## src/rtl/raster_timing.sv

```systemverilog
module raster_timing #(
  parameter int PW = 8,
  parameter int AW = 12
) (
  input  logic          clk,
  input  logic          rst_n,
  input  logic          wr_en,
  input  logic [2:0]    wr_addr,
  input  logic [31:0]   wr_data,
  input  logic [2:0]    rd_addr,
  output logic [31:0]   rd_data,
  output logic          hsync,
  output logic          vsync,
  output logic          den,
  output logic          pclk,
  output logic [AW-1:0] pix_x,
  output logic [AW-1:0] pix_y,
  output logic          irq
);
  localparam int CW = ((AW > PW) ? AW : PW) + 2;

  logic [31:0]   ctrl_q, htim_q, vtim_q, size_q;
  logic          stat_q, live_q;
  logic [7:0]    div_q;
  logic [CW-1:0] hcnt, vcnt;

  wire       en_now = ctrl_q[0];
  wire       en_frm = ctrl_q[1];
  wire [7:0] div_f  = ctrl_q[15:8];
  wire [7:0] div_eff = (div_f == 8'hFF) ? 8'hFE : div_f;
  wire       run  = en_now & live_q;
  wire       tick = run && (div_q >= div_eff);

  wire [CW-1:0] h_sync_last = CW'(htim_q[0+:PW]);
  wire [CW-1:0] h_start = CW'(htim_q[0+:PW]) + CW'(htim_q[PW+:PW]) + CW'(2);
  wire [CW-1:0] h_end   = h_start + CW'(size_q[0+:AW]);
  wire [CW-1:0] h_last  = h_end + CW'(htim_q[2*PW+:PW]) + CW'(1);

  wire [CW-1:0] v_sync_last = CW'(vtim_q[0+:PW]);
  wire [CW-1:0] v_start = CW'(vtim_q[0+:PW]) + CW'(vtim_q[PW+:PW]) + CW'(2);
  wire [CW-1:0] v_end   = v_start + CW'(size_q[16+:AW]);
  wire [CW-1:0] v_last  = v_end + CW'(vtim_q[2*PW+:PW]) + CW'(1);

  wire h_wrap    = (hcnt == h_last);
  wire v_wrap    = (vcnt == v_last);
  wire frame_end = tick & h_wrap & v_wrap;
  wire in_h      = (hcnt >= h_start) && (hcnt <= h_end);
  wire in_v      = (vcnt >= v_start) && (vcnt <= v_end);
  wire clr_stat  = wr_en && (wr_addr == 3'd4) && wr_data[0];

  always_ff @(posedge clk or negedge rst_n) begin
    if (!rst_n) begin
      ctrl_q <= '0;
      htim_q <= '0;
      vtim_q <= '0;
      size_q <= '0;
      stat_q <= 1'b0;
      live_q <= 1'b0;
      div_q  <= '0;
      hcnt   <= '0;
      vcnt   <= '0;
    end else begin
      if (wr_en) begin
        case (wr_addr)
          3'd0: ctrl_q <= wr_data;
          3'd1: htim_q <= wr_data;
          3'd2: vtim_q <= wr_data;
          3'd3: size_q <= wr_data;
          default: ;
        endcase
      end
      if (frame_end)     stat_q <= 1'b1;
      else if (clr_stat) stat_q <= 1'b0;
      if (en_frm)                  live_q <= 1'b1;
      else if (!run || frame_end)  live_q <= 1'b0;
      if (!run) begin
        div_q <= '0;
        hcnt  <= '0;
        vcnt  <= '0;
      end else if (tick) begin
        div_q <= '0;
        if (h_wrap) begin
          hcnt <= '0;
          vcnt <= v_wrap ? '0 : vcnt + CW'(1);
        end else begin
          hcnt <= hcnt + CW'(1);
        end
      end else begin
        div_q <= div_q + 8'd1;
      end
    end
  end

  assign hsync = (run & (hcnt <= h_sync_last)) ^ ctrl_q[2];
  assign vsync = (run & (vcnt <= v_sync_last)) ^ ctrl_q[3];
  assign den   = (run & in_h & in_v) ^ ctrl_q[4];
  assign pclk  = tick ^ ctrl_q[5];
  assign pix_x = (run & in_h) ? AW'(hcnt - h_start) : '0;
  assign pix_y = (run & in_v) ? AW'(vcnt - v_start) : '0;
  assign irq   = stat_q & ctrl_q[6];

  always_comb begin
    case (rd_addr)
      3'd0:    rd_data = ctrl_q;
      3'd1:    rd_data = htim_q;
      3'd2:    rd_data = vtim_q;
      3'd3:    rd_data = size_q;
      3'd4:    rd_data = {31'd0, stat_q};
      default: rd_data = '0;
    endcase
  end
endmodule

```

## config.mk

```make
export PLATFORM = sky130hd
export DESIGN_NAME = raster_timing
export DESIGN_NICKNAME = d
export VERILOG_FILES = /design/src/rtl/raster_timing.sv
export SDC_FILE = /design/constraint.sdc
export NUM_CORES = 1
export LEC_CHECK = 0
export BUFFER_PORTS_ARGS = -buffer_cell sky130_fd_sc_hd__buf_2
export CAP_MARGIN = 20
export CORE_MARGIN = 2
export CORE_UTILIZATION = 40
export CTS_CLUSTER_DIAMETER = 50
export DETAILED_ROUTE_END_ITERATION = 6
export PLACE_DENSITY = 0.67
export SLEW_MARGIN = 25
export SYNTH_ARGS = -nofsm -noshare
export SYNTH_HDL_FRONTEND = slang
export SYNTH_SLANG_ARGS = --single-unit
```

## constraint.sdc

```tcl
create_clock -name clk -period 9.29 [get_ports clk]
set_clock_uncertainty 0.15 [all_clocks]
set_input_delay 1.858 -clock clk [delete_from_list [all_inputs] [get_ports clk]]
set_output_delay 1.858 -clock clk [all_outputs]
set_load 0.03 [all_outputs]
```

==> flow_summary_export.csv, run 1 <==
group,metric,value,unit
run_status,status,"finished, final reports clean",
detailed_routing,viasPerCell,5.775,
grt,grt_pass1_vias,10450,
worst_hold_path,min_path_cells,1,
worst_setup_path,reg2reg_depth,24,
layout,final_net_count,1628,
floorplan,dieArea,33390,um2
timing,period_minus_slack,8470,ps
worst_setup_path,path_common_cell,"ha_1",
clocking,cts_inserted_buffers,17,
power,ir_worst_vdd,196.1,uV
yosys,yosys_warnings,0,
worst_setup_path,worstPathMaxFanout,12,
yosys,ys_ff_latch,166,
detailed_routing,vias,10700,
layout,final_common_cell,"dfrtp_1",
detailed_routing,dr.first_iter.drc_count,672,
power,totalPowerFinal,5046,uW
clocking,clk_pin_slew,70,ps
grt,grtUsageMet1,0.3001,
clocking,cts_hold_buf,0,
clocking,clock-sinks,166,
timing,tightest_slew,1004,ps
worst_hold_path,holdCritPathClass,"register to register",
yosys,synthArstFlopShare,1.000,
timing,min_period_over_period,0.9117,
clocking,root_buffer,"clkbuf_16",
detailed_routing,drc,0,
layout,diodes,0,
worst_setup_path,end_kind,"output pin",
worst_setup_path,cp.required,7280,ps
yosys,synth.distinct_cells,73,
floorplan,die_w,182.7,um
yosys,synth_ff_type,"dfrtp_1",
layout,final_cell_mix,"166 x dfrtp_1, 141 x ha_1, 112 x inv_1",
grt,antenna_found_initial,0,
worst_setup_path,critPathSlowestCell,"or4_1",
clocking,htreeDepth,4,
placed_design,post-place-ws,1301,ps
timing,tns,0,ps
job,cap_viol_max_count,0,
power,p_leak,0.006919,uW
placed_design,dpl.hpwl,28310,um
timing,rsz0062_at_grt,"no",
timing,hold_viol_final,0,
floorplan,initial_core_util,0.4060,
yosys,syn_nets,1546,
layout,areaGrowthSynthToFinish,12.17,%
grt,grt_use_total,0.2287,
layout,layout-drive-gt1-share,0.1868,
placed_design,dp_cells,1821,
worst_setup_path,cp.arrival,6460,ps
grt,grt-busiest-layer,"met2",
worst_setup_path,start_kind,"register",
worst_setup_path,crit_path_start,"vtim_q[1]",
timing,setup_viol,0,
timing,worst_slack,820.1,ps
detailed_routing,drtAntennaViolNets,0,
grt,gr-total-overflow,0,
clocking,post-cts-setup-buffers,0,
yosys,avgSynthCellArea,9.423,um2
floorplan,core_area,31470,um2
timing,max_freq,118.1,MHz
grt,grt_max_degree,93,
floorplan,die_h,182.7,um
worst_hold_path,min_from,"stat_q",
power,power_density,352.1,nW/um2
timing,maxSlewViolCount,0,
yosys,ys_seq_area_frac,0.3251,
grt,grt.met3_usage,0.02973,
detailed_routing,avgRoutedWirePerCell,20.19,um
clocking,ctsLongestPathBuffers,2,
clocking,cts-resized-gates,0,
layout,final_cells,1853,
timing,hold_ws,355.9,ps
clocking,cts_tree,"done",
yosys,synth-edff-count,0,
worst_setup_path,rr_startpoint,"htim_q[1]",
detailed_routing,dr.pass1.iters,6,
floorplan,pin_count,102,
grt,met2_usage,0.3884,
worst_setup_path,max_stage_delay,730,ps
timing,slew_headroom,0.3306,
worst_setup_path,crit_type,"register to output pin",
grt,grt_first_pass_wirelength,59250,um
floorplan,row_count,65,
detailed_routing,drt_wl_total,37410,um
placed_design,numPortBuffers,101,
clocking,clk_latency,440,ps
placed_design,globalplace.congestion,0.9160,
yosys,netlist_area,12780,um2
yosys,syn_inst,1356,
==> kinds of logic after synthesis <==
| group | after synthesis | synth area share |
|---|---|---|
| AO/OA/AOI/OAI | 325 | 0.1766 |
| XOR/XNOR | 91 | 0.06345 |
| adder cells (fa/ha/maj) | 149 | 0.1506 |
| buffers and inverters | 161 | 0.04759 |
| flip-flops | 166 | 0.3251 |
| multiplexers | 111 | 0.09812 |
| AND/OR/NAND/NOR | 353 | 0.1386 |
==> metal layers <==
metal,wire (um),share of wire
met2,17950,0.48
met1,16460,0.44
met4,1233,0.033
met5,0,0
met3,1766,0.047
==> registers in the layout, summed over array words and instances (netlist names) <==
| register | count |
|---|---|
| ctrl_q | 32 |
| htim_q | 32 |
| size_q | 32 |
| vtim_q | 32 |
| hcnt | 14 |
| vcnt | 14 |
| div_q | 8 |
| live_q | 1 |
| stat_q | 1 |
==> stage by stage <==
step	instance area (um2)	util
floorplan	12780	-
detailed placement	13710	0.4357
CTS	14320	0.4550
global placement	13710	0.4356
global route	14330	0.4554
finish	14330	0.4554
==> cell type report <==
cell class	instances	area, um2
clock inverters	14	170.2
repair buffers	110	583.1
flip-flops and latches	166	4154
multi-input cells	1029	8055
fillers	2973	17140
well taps	402	503.0
clock buffers	18	439.2
inverters	114	427.9
==> power breakdown <==
part	internal [uW]	switching [uW]	total [uW]
logic	1410	1920	3330
clock network	396	347	743
registers	847	124	972
==> cells in the mapped netlist (7+ instances only) <==
library cell,count,area (um2)
a211oi_1,8,60.06
a21o_1,30,225.2
a21oi_1,51,255.2
a22oi_1,62,465.5
a32oi_1,11,96.34
and2_1,8,50.05
and3_1,26,162.7
clkbuf_1,40,150.1
dfrtp_1,166,4154
fa_1,8,160.2
ha_1,141,1764
inv_1,112,420.4
mux2_2,104,1171
nand2_1,92,345.3
nand2b_1,12,75.07
nand3_1,35,175.2
nand4_1,18,112.6
nor2_1,74,277.8
nor2b_1,17,106.4
nor3_1,29,145.1
nor4_1,9,56.30
o211ai_1,7,52.55
o21a_1,24,180.2
o21ai_0,56,280.3
o21bai_1,10,75.07
o31ai_1,13,97.59
or3_1,8,50.05
xnor2_1,59,516.8
xor2_1,31,271.5
==> critical path: cells and delay by family, from the launching register on <==
kind	cells	cell delay (ps)
buf+inv	4	440
compound gates	8	1560
simple gates	7	2160
xor+xnor	1	140
flops	1	350
fa+ha+maj	5	1390
==> path summary, 6_finish.rpt <==
path / slack (ps) / endpoint
max reg2reg: 2120 / vcnt[3]
min reg2reg: 360 / stat_q
max: 820 / pix_y[5]
min: 360 / stat_q
min in group asynchronous: 1340 / vtim_q[25]
max in group asynchronous: 6400 / ctrl_q[18]
Note: power is estimated with default switching activity, not from simulation.
==> run 2, diff against run 1 <==
CAP_MARGIN = 10   (was 20)
GPL_TIMING_DRIVEN = 0   (was default)
clock period = 10.6 ns   (was 9.29 ns; I/O delays follow)
==> run 2 against run 1 <==
Sequential share of layout area shrank 0.23 points. Register-to-register slack gained 1400 ps. Die area is the same. Setup slack gained 670 ps. Via count grew 2.6%. Sequential power shrank 12%. Critical path type unchanged. Highest routed layer unchanged.
==> flow_summary_export.csv, run 2 (synthesis results as in run 1) <==
group,metric,value,unit
timing,max_freq,109.8,MHz
power,power_density,307.0,nW/um2
timing,rsz0062_at_grt,"no",
floorplan,core_area,31470,um2
detailed_routing,drt_wl_total,38820,um
grt,grt_max_degree,87,
clocking,ctsLongestPathBuffers,2,
timing,hold_ws,360.0,ps
worst_setup_path,end_kind,"output pin",
timing,maxSlewViolCount,0,
detailed_routing,drc,0,
detailed_routing,vias,10980,
timing,hold_viol_final,0,
timing,min_period_over_period,0.8595,
power,power.share.combinational,0.659,
clocking,root_buffer,"clkbuf_16",
grt,grt_first_pass_wirelength,60990,um
timing,setup_viol,0,
worst_setup_path,worstPathMaxFanout,10,
placed_design,detailed_place.area,13820,um2
worst_setup_path,cp.required,8330,ps
power,p_int,2323,uW
layout,final_cell_mix,"166 x dfrtp_1, 141 x ha_1, 112 x inv_1",
power,p_sw,2111,uW
clocking,cts_tree,"done",
grt,grt_pass1_vias,10950,
floorplan,die_h,182.7,um
power,ir_worst_vdd,209.1,uV
power,swShare,0.4761,
detailed_routing,dr.pass1.iters,6,
worst_setup_path,crit_type,"register to output pin",
clocking,clk_latency,450,ps
clocking,cts_hold_buf,0,
layout,fin_area,14450,um2
grt,gr-total-overflow,0,
power,p_leak,0.006940,uW
layout,final_common_cell,"dfrtp_1",
placed_design,dp_cells,1860,
clocking,cts-resized-gates,0,
clocking,cts_inserted_buffers,17,
timing,slew_headroom,0.3695,
grt,antenna_found_initial,0,
floorplan,pin_count,102,
layout,diodes,0,
power,seq_power_share,0.193,
layout,final_cells,1892,
detailed_routing,avgRoutedWirePerCell,20.52,um
layout,areaGrowthSynthToFinish,13.05,%
layout,fill_cells,3025,
power,totalPowerFinal,4434,uW
layout,final_net_count,1667,
timing,period_minus_slack,9111,ps
detailed_routing,viasPerCell,5.805,
floorplan,initial_core_util,0.4060,
worst_hold_path,holdCritPathClass,"register to register",
run_status,status,"finished, final reports clean",
timing,tns,0,ps
worst_setup_path,start_kind,"register",
detailed_routing,dr.first_iter.drc_count,936,
placed_design,globalplace.congestion,0.9350,
worst_setup_path,cp.arrival,6840,ps
detailed_routing,drtAntennaViolNets,0,
layout,layout-drive-gt1-share,0.1732,
clocking,clk_pin_slew,80,ps
power,clkPwrFrac,0.148,
timing,tightest_slew,945.8,ps
grt,grt_use_total,0.2370,
floorplan,dieArea,33390,um2
floorplan,row_count,65,
clocking,clock-sinks,166,
job,cap_viol_max_count,0,
placed_design,dpl.hpwl,30070,um
placed_design,numPortBuffers,101,
floorplan,die_w,182.7,um
worst_setup_path,reg2reg_slack,3520,ps
clocking,post-cts-setup-buffers,0,
clocking,htreeDepth,4,
## run 2: changes by cell type in the layout (fill, tap and decap cells not counted), moves of 3 or more
cell | before | now
buf_4 | 8 | 0
clkinv_8 | 1 | 4
clkbuf_1 | 0 | 40
inv_8 | 6 | 3
buf_1 | 0 | 4
buf_2 | 100 | 103
## run 2: layer usage
metal	GRT usage	vias up	wire, um
met5	0	-	0
met4	0.07968	0	1111
met3	0.03053	60	1811
met2	0.4058	316	18840
met1	0.3094	5439	17060
li1	-	5169	-
## run 2: cell type report
type / instances / area, um2 / area share
multi-input combinational: 1029 / 8016 / 0.5550
sequential: 166 / 4154 / 0.2876
timing repair buffer: 102 / 543.0 / 0.03759
tap: 402 / 503.0 / 0.03482
clock buffer: 18 / 439.2 / 0.03040
inverter: 114 / 427.9 / 0.02962
clock inverter: 14 / 181.4 / 0.01256
buffer: 47 / 180.2 / 0.01247
## run 2: worst paths after layout
path	end	startpoint	depth (start not counted)
max	pix_y[2]	vtim_q[2]	23
min	htim_q[30]	htim_q[30]	1
max reg2reg	vcnt[7]	htim_q[1]	25
min reg2reg	htim_q[30]	htim_q[30]	1
max in group asynchronous	hcnt[9]	rst_n	2
min in group asynchronous	vtim_q[24]	rst_n	1
## run 2: worst max-delay path: stages (launching register included)
cell and delay [ps]:
dfrtp_1 450, ha_1 370, ha_1 300, a21o_1 180
a21oi_1 210, o21bai_1 100, a21oi_1 230, xnor2_1 310
ha_1 390, inv_1 90, o21ai_0 120, o32ai_1 470
o22ai_1 200, xor2_1 300, inv_1 90, ha_1 200
nor4_1 270, nand2_1 100, a2111oi_0 400, nor3_1 180
or4_1 580, clkbuf_1 250, nor3_1 340, buf_2 260
## run 2: metrics by stage
| stage | utilization | setup slack [ps] |
|---|---|---|
| detailed placement | 0.4392 | 2001 |
| finish | 0.4590 | 1489 |
| CTS | 0.4589 | 1513 |
| global route | 0.4590 | 964.5 |
| global placement | 0.4380 | 2037 |
| floorplan | - | 2497 |
## run 2: power groups by stage
stage | Clock, uW | Sequential (uW) | Combinational, uW
global route | 690 | 867 | 3250
global placement | 0 | 860 | 2780
detailed placement | 0 | 866 | 2850
CTS | 661 | 854 | 2890
finish | 657 | 857 | 2920
floorplan | 0 | 815 | 2260
==> run 3, diff against run 2 <==
PLACE_DENSITY = 0.69   (was 0.67)
==> run 3 against run 2 <==
Setup slack improved by 0.74 ps. Largest power group unchanged. Via count did not move. Critical path type unchanged. Sequential share of layout area fell by 0.074 points. Largest cell class unchanged. Critical path depth rose by 3.
==> flow_summary_export.csv, run 3 (synthesis results as in run 1) <==
group,metric,value,unit
run_status,status,"finished, final reports clean",
placed_design,numPortBuffers,101,
grt,antenna_found_initial,1,
clocking,clk_latency,450,ps
clocking,post-cts-setup-buffers,0,
detailed_routing,drc,0,
worst_setup_path,crit_type,"register to output pin",
floorplan,pin_count,102,
timing,slew_headroom,0.4111,
layout,final_common_cell,"dfrtp_1",
floorplan,dieArea,33390,um2
floorplan,row_count,65,
worst_setup_path,cpLargestDelayFamily,"simple AND/OR/NAND/NOR gates",
power,ir_worst_vdd,171.0,uV
grt,grt_pass1_vias,11080,
grt,grt_use_total,0.2365,
job,cap_viol_max_count,0,
worst_setup_path,crit_buf_inv,5,
worst_hold_path,holdCritPathClass,"register to register",
detailed_routing,dr.first_iter.drc_count,700,
placed_design,dp_cells,1861,
worst_setup_path,max_stage_delay,590,ps
timing,maxSlewViolCount,0,
timing,tns,0,ps
layout,layout-drive-gt1-share,0.1737,
grt,gr-total-overflow,0,
detailed_routing,drtAntennaViolNets,0,
clocking,cts-resized-gates,0,
power,power_density,306.5,nW/um2
floorplan,initial_core_util,0.4060,
worst_setup_path,cp.arrival,6840,ps
clocking,root_buffer,"clkbuf_16",
timing,max_freq,109.8,MHz
clocking,cts_tree,"done",
layout,final_cells,1893,
detailed_routing,dr.pass1.iters,5,
clocking,cts_inserted_buffers,17,
detailed_routing,vias,10980,
worst_setup_path,critPathSlowestCell,"or4_1",
timing,tightest_slew,883.3,ps
grt,grt_first_pass_wirelength,61050,um
worst_setup_path,path_common_cell,"ha_1",
layout,diodes,0,
placed_design,globalplace.congestion,0.9665,
floorplan,die_h,182.7,um
layout,final_cell_mix,"166 x dfrtp_1, 141 x ha_1, 112 x inv_1",
detailed_routing,drt_wl_total,38620,um
clocking,clk_pin_slew,80,ps
timing,rsz0062_at_grt,"no",
placed_design,dpl.hpwl,29930,um
detailed_routing,viasPerCell,5.802,
clocking,htreeDepth,4,
placed_design,post-place-ws,1963,ps
timing,worst_slack,1490,ps
clocking,cts_hold_buf,0,
worst_setup_path,start_kind,"register",
timing,setup_viol,0,
timing,hold_viol_final,0,
clocking,clock-sinks,166,
timing,period_minus_slack,9110,ps
floorplan,core_area,31470,um2
clocking,ctsLongestPathBuffers,2,
timing,min_period_over_period,0.8594,
floorplan,die_w,182.7,um
power,totalPowerFinal,4439,uW
worst_setup_path,worstPathMaxFanout,10,
worst_setup_path,cp.required,8330,ps
detailed_routing,avgRoutedWirePerCell,20.40,um
power,p_leak,0.006955,uW
worst_setup_path,end_kind,"output pin",
timing,hold_ws,358.5,ps
grt,grt_max_degree,67,
layout,areaGrowthSynthToFinish,13.35,%
layout,final_net_count,1668,
-- run 3: report_power, final --
| part | internal, uW | switching (uW) |
|---|---|---|
| combinational | 1240 | 1670 |
| sequential | 743 | 113 |
| clock | 363 | 312 |
| total | 2340 | 2100 |
-- run 3: worst paths after layout --
check	startpoint	endpoint	slack, ps	cells after the start
max	vtim_q[1]	pix_y[2]	1490	26
min	stat_q	stat_q	360	1
max reg2reg	htim_q[10]	vcnt[7]	3650	23
min reg2reg	stat_q	stat_q	360	1
max in group asynchronous	rst_n	div_q[6]	7840	3
min in group asynchronous	rst_n	vtim_q[24]	1430	1
-- run 3: area by class of cell --
cell class | instances | area (um2)
tap | 402 | 503.0
multi-input combinational | 1029 | 8016
clock inverter | 15 | 205.2
timing repair buffer | 103 | 570.5
fill | 2996 | 16990
clock buffer | 17 | 425.4
sequential | 166 | 4154
buffer | 47 | 180.2
inverter | 114 | 427.9
-- run 3: per-layer routing --
metal	part of all wire	wire length [um]	vias to the layer above	track usage
li1	-	-	5170	-
met1	0.42	16390	5377	0.2989
met2	0.48	18460	352	0.3922
met3	0.056	2180	83	0.04869
met4	0.041	1587	2	0.1016
met5	0.00031	12	-	0
-- run 3: stage by stage --
step / instance area, um2 / util
final: 14480 / 0.4601
after floorplan: 12780 / -
after global routing: 14480 / 0.4601
after global placement: 13790 / 0.4380
after detailed placement: 13850 / 0.4401
after CTS: 14480 / 0.4601
